===== config.mk =====
export PLATFORM = sky130hd
export DESIGN_NAME = fsh_unit
export DESIGN_NICKNAME = d
export VERILOG_FILES = /design/src/rtl/fsh_pkg.sv /design/src/rtl/fsh_rotl.sv /design/src/rtl/fsh_mask.sv /design/src/rtl/fsh_cond.sv /design/src/rtl/fsh_unit.sv
export SDC_FILE = /design/constraint.sdc
export NUM_CORES = 1
export LEC_CHECK = 0
export BUFFER_PORTS_ARGS = -buffer_cell sky130_fd_sc_hd__buf_4
export CORE_ASPECT_RATIO = 1.4
export CORE_MARGIN = 5
export CORE_UTILIZATION = 33
export DETAILED_ROUTE_END_ITERATION = 10
export GPL_ROUTABILITY_DRIVEN = 0
export GPL_TIMING_DRIVEN = 0
export PLACE_DENSITY = 0.64
export REMOVE_ABC_BUFFERS = 1
export SYNTH_ARGS = -nofsm -noshare
export SYNTH_HDL_FRONTEND = slang
export SYNTH_HIERARCHICAL = 1
export SYNTH_SLANG_ARGS = --single-unit

===== constraint.sdc =====
create_clock -name vclk -period 10.2
set_input_delay 1.02 -clock vclk [all_inputs]
set_output_delay 1.02 -clock vclk [all_outputs]
set_load 0.02 [all_outputs]

===== src/rtl/fsh_pkg.sv =====
package fsh_pkg;
  localparam int FSH_W  = 64;
  localparam int FSH_AW = $clog2(FSH_W);

  typedef enum logic {
    DIR_LEFT  = 1'b0,
    DIR_RIGHT = 1'b1
  } fsh_dir_e;

  typedef struct packed {
    logic lt;
    logic gt;
    logic eq;
    logic so;
  } fsh_cc_t;
endpackage


===== src/rtl/fsh_rotl.sv =====
module fsh_rotl #(
  parameter int W  = 64,
  parameter int AW = $clog2(W)
) (
  input  logic [W-1:0]  din_i,
  input  logic [AW-1:0] rot_i,
  output logic [W-1:0]  dout_o
);
  logic [W-1:0] stage [0:AW];

  assign stage[0] = din_i;

  for (genvar k = 0; k < AW; k++) begin : g_stage
    localparam int SH = 1 << k;
    assign stage[k+1] = rot_i[k] ? {stage[k][W-1-SH:0], stage[k][W-1:W-SH]}
                                 : stage[k];
  end

  assign dout_o = stage[AW];
endmodule


===== src/rtl/fsh_mask.sv =====
module fsh_mask #(
  parameter int W  = 64,
  parameter int AW = $clog2(W)
) (
  input  logic [AW-1:0] n_i,
  input  logic          dir_i,
  output logic [W-1:0]  keep_o
);
  logic [W-1:0] low_n;
  logic [W-1:0] high_n;

  assign low_n = ~({W{1'b1}} << n_i);

  for (genvar b = 0; b < W; b++) begin : g_rev
    assign high_n[b] = low_n[W-1-b];
  end

  assign keep_o = dir_i ? ~high_n : ~low_n;
endmodule


===== src/rtl/fsh_cond.sv =====
module fsh_cond
  import fsh_pkg::*;
#(
  parameter int W = 64
) (
  input  logic [W-1:0] res_i,
  input  logic         rec_i,
  input  logic         so_i,
  output fsh_cc_t      cc_o,
  output logic         vld_o
);
  logic is_zero;

  assign is_zero = ~|res_i;

  always_comb begin
    cc_o  = '0;
    vld_o = 1'b0;
    if (rec_i) begin
      vld_o   = 1'b1;
      cc_o.lt = res_i[W-1];
      cc_o.gt = ~res_i[W-1] & ~is_zero;
      cc_o.eq = is_zero;
      cc_o.so = so_i;
    end
  end

  always_comb begin
    if (rec_i) begin
      a_r7_one_relation: assert ($countones({cc_o.lt, cc_o.gt, cc_o.eq}) == 1)
        else $error("R7: condition code not a single relation");
    end else begin
      a_r8_no_record: assert (!vld_o && cc_o == '0)
        else $error("R8: condition code active without record");
    end
  end
endmodule


===== src/rtl/fsh_unit.sv =====
module fsh_unit
  import fsh_pkg::*;
#(
  parameter int W  = FSH_W,
  localparam int AW = $clog2(W)
) (
  input  logic         dir_i,
  input  logic         rec_i,
  input  logic [W-1:0] src_i,
  input  logic [W-1:0] amt_i,
  input  logic [W-1:0] fill_i,
  input  logic         so_i,
  output logic [W-1:0] res_o,
  output logic [W-1:0] spill_o,
  output logic         ovf_o,
  output logic [3:0]   cc_o,
  output logic         cc_vld_o
);
  logic [AW-1:0] n;
  logic [AW-1:0] rot_amt;
  logic [W-1:0]  rotated;
  logic [W-1:0]  keep;
  logic [W-1:0]  kept;
  fsh_cc_t       cc;

  assign n       = amt_i[AW-1:0];
  assign rot_amt = (dir_i == DIR_RIGHT) ? (~n + 1'b1) : n;

  fsh_rotl #(.W(W), .AW(AW)) u_rotl (
    .din_i  (src_i),
    .rot_i  (rot_amt),
    .dout_o (rotated)
  );

  fsh_mask #(.W(W), .AW(AW)) u_mask (
    .n_i    (n),
    .dir_i  (dir_i),
    .keep_o (keep)
  );

  assign kept    = rotated & keep;
  assign res_o   = kept | (fill_i & ~keep);
  assign spill_o = rotated & ~keep;
  assign ovf_o   = |spill_o;

  fsh_cond #(.W(W)) u_cond (
    .res_i (res_o),
    .rec_i (rec_i),
    .so_i  (so_i),
    .cc_o  (cc),
    .vld_o (cc_vld_o)
  );

  assign cc_o = cc;

  always_comb begin
    a_r4_bits_conserved: assert ($countones(kept) + $countones(spill_o) == $countones(src_i))
      else $error("R4: kept and spilled bits do not account for the source");
    if (n == '0) begin
      a_r6_zero_distance: assert (res_o == src_i && spill_o == '0 && !ovf_o)
        else $error("R6: zero distance altered the source");
    end
    if (ovf_o) begin
      a_r5_ovf_needs_shift: assert (n != '0)
        else $error("R5: overflow flagged with zero distance");
    end
  end
endmodule


==> impl_metrics.tcl <==
set metrics [dict create \
    io_buffers 271 \
    ys_warn_count 6 \
    seq_area_um2 0 \
    synth_most_common_cell "mux4_2" \
    route.vias.total 7834 \
    dp.cells 1138 \
    area_growth_pct 32.7 \
    hold_buffers 0 \
    max_clock_freq_mhz 117 \
    yosysTopAreaCell "mux4_2" \
    grt_pass1_vias 7492 \
    finalSetupViolCount 0 \
    start_util 0.334 \
    hold_viol_final 0 \
    design.core.area_mm2 0.0219 \
    drt-vias-per-instance 6.88 \
    ys_seq_area_frac 0 \
    postCtsSetupBuffers 0 \
    cap_viol_max_count 0 \
    synth_top_area_frac 0.583 \
    critPathArrivalTime_ps 7560 \
    pwr_density_cell_mw_per_mm2 139 \
    grt_max_degree 80 \
    row_count 64 \
    crit_fanout 79 \
    ios 329 \
    final_max_slew_viol_count 0 \
    fin_tns_setup_ps 0 \
    relSlewSlack 0.236 \
    crit_path_end_kind "output port" \
    yosysUniqueCellTypes 52 \
    die_width_um 136 \
    antennaDiodeCount 0 \
    drtAntennaViolNets 0 \
    layout-drive-gt1-share 0.678 \
    grt_usage 0.262 \
    cellInternalPower_mw 0.624 \
    synthTopCellsByCount "mux4_2, mux2_2, nor2b_1, o21ai_0" \
    min-delay-path-class "in -> out" \
    worstSetupStartpoint "amt_i[0]" \
    ir_drop_mv 0.0522 \
    fillers 2096 \
    status "finished, final reports clean" \
    finalHoldWorstSlack_ps 2280 \
    die_y_um 186 \
    cp_cell_sequence "buf_4 -> or3_1 -> nand2_1 -> xnor2_2 -> buf_8 -> buf_8 -> buf_8 -> mux4_2 -> mux4_2 -> mux4_2 -> mux2_2 -> nor4_1 -> nand4_1 -> nor4_2 -> and2_1 -> buf_4" \
    p_total_mw 1.35 \
    overflow 0 \
    critPathKind "in -> out" \
    rsz0062_at_grt "no" \
    comb_power_share 1.000 \
    slowest_stage "xnor2_2" \
    finalCriticalPeriod_ps 8580 \
    route.detailed.drc 0 \
    p_switching_mw 0.723 \
    ys_top_cells_by_area "mux4_2, mux2_2, nor2b_1" \
    instances_no_fill 1138 \
    seqPwrFrac 0 \
    period_share 0.842 \
    syn-cell-area_mm2 0.00730 \
    crit_required_ps 9180 \
    fp.dieArea_mm2 0.0252 \
    cts_resized 0 \
    drtPass1Iterations 7 \
    p_leak_nw 3.57 \
    syn_inst 617 \
    wl_per_cell_um 30.2 \
    grt_antenna_before_repair 0 \
    fin_nets 1039 \
    clock_buffers 0 \
    hpwl_um 29700 \
    design.seq.count 0 \
    avgSynthCellArea_um2 11.8 \
    slowest_delay_ps 830 \
    tightestPinTransition_ps 1140 \
    drt_wl_total_um 34300 \
    drt_iter0_markers 1102 \
    grt_pass1_wl_um 49700 \
    start_kind "input pin" \
    crit_end "cc_o[1]" \
    switching_share 0.537 \
    clkPwrFrac 0 \
]
[power by group through the flow]
stage / logic [mW] / registers (mW) / clock network [mW]
final: 1.35 / 0 / 0
after global routing: 1.40 / 0 / 0
after CTS: 1.33 / 0 / 0
after detailed placement: 1.33 / 0 / 0
after global placement: 1.33 / 0 / 0
after floorplan: 0.834 / 0 / 0
[cells in the final DEF, fill, tap and decap left out, types with 5 or more instances in the layout]
cell and n:
a211oi_1 6, a21boi_0 5, a21oi_1 25, buf_4 271
buf_8 15, mux2_2 64, mux4_2 189, nand2_1 19
nand4_1 9, nor2_1 26, nor2b_1 60, nor3_1 5
nor4_1 24, nor4_2 9, o21ai_0 28, o22ai_1 11
or3_1 5
[cells by family (layout without fill, tap and decap cells)]
logic type                 Yosys count  in the layout  share of synthesized area
adders and majority gates            1              1                    0.00171
and+or+nand+nor                    184            184                      0.158
muxes                              256            256                      0.693
xor gates and xnor gates             4              4                    0.00480
buffers and inverters               70            294                     0.0578
AOI/OAI and AO/OA                  102            102                     0.0847
[metal layers]
metal,share of wire,up-vias,track usage
met4,0.064,0,0.120
li1,-,3142,-
met5,0,-,0
met2,0.49,708,0.458
met3,0.12,104,0.0435
met1,0.32,3880,0.315
[metrics by stage]
step	util	setup WS (ps)	instance area, µm²
after global placement	0.425	-5140	9300
after floorplan	-	-2490	6890
after global routing	0.443	1340	9680
final	0.443	1620	9680
after CTS	0.443	1710	9680
after detailed placement	0.443	1730	9680
[worst max-delay path, delay by kind of cell]
family	cells	cell delay (ps)
xor+xnor	1	830
simple gates	6	2030
buf+inv	5	1570
mux	4	2000
[area by class of cell]
cell class,count,area (µm²),area share
Timing Repair Buffer,291,2380,0.246
Multi-Input combinational cell,547,6920,0.714
Tap cell,297,372,0.0384
Inverter,3,11.3,0.00116
[worst min-delay path by stage]
stage                     start  cells after the start       end
final                     rec_i                      2  cc_vld_o
after global routing      rec_i                      2  cc_vld_o
after CTS                 rec_i                      2  cc_vld_o
after detailed placement  rec_i                      2  cc_vld_o
after global placement    rec_i                      2  cc_vld_o
after floorplan           rec_i                      0  cc_vld_o
Power figures use the tool's default switching activity.
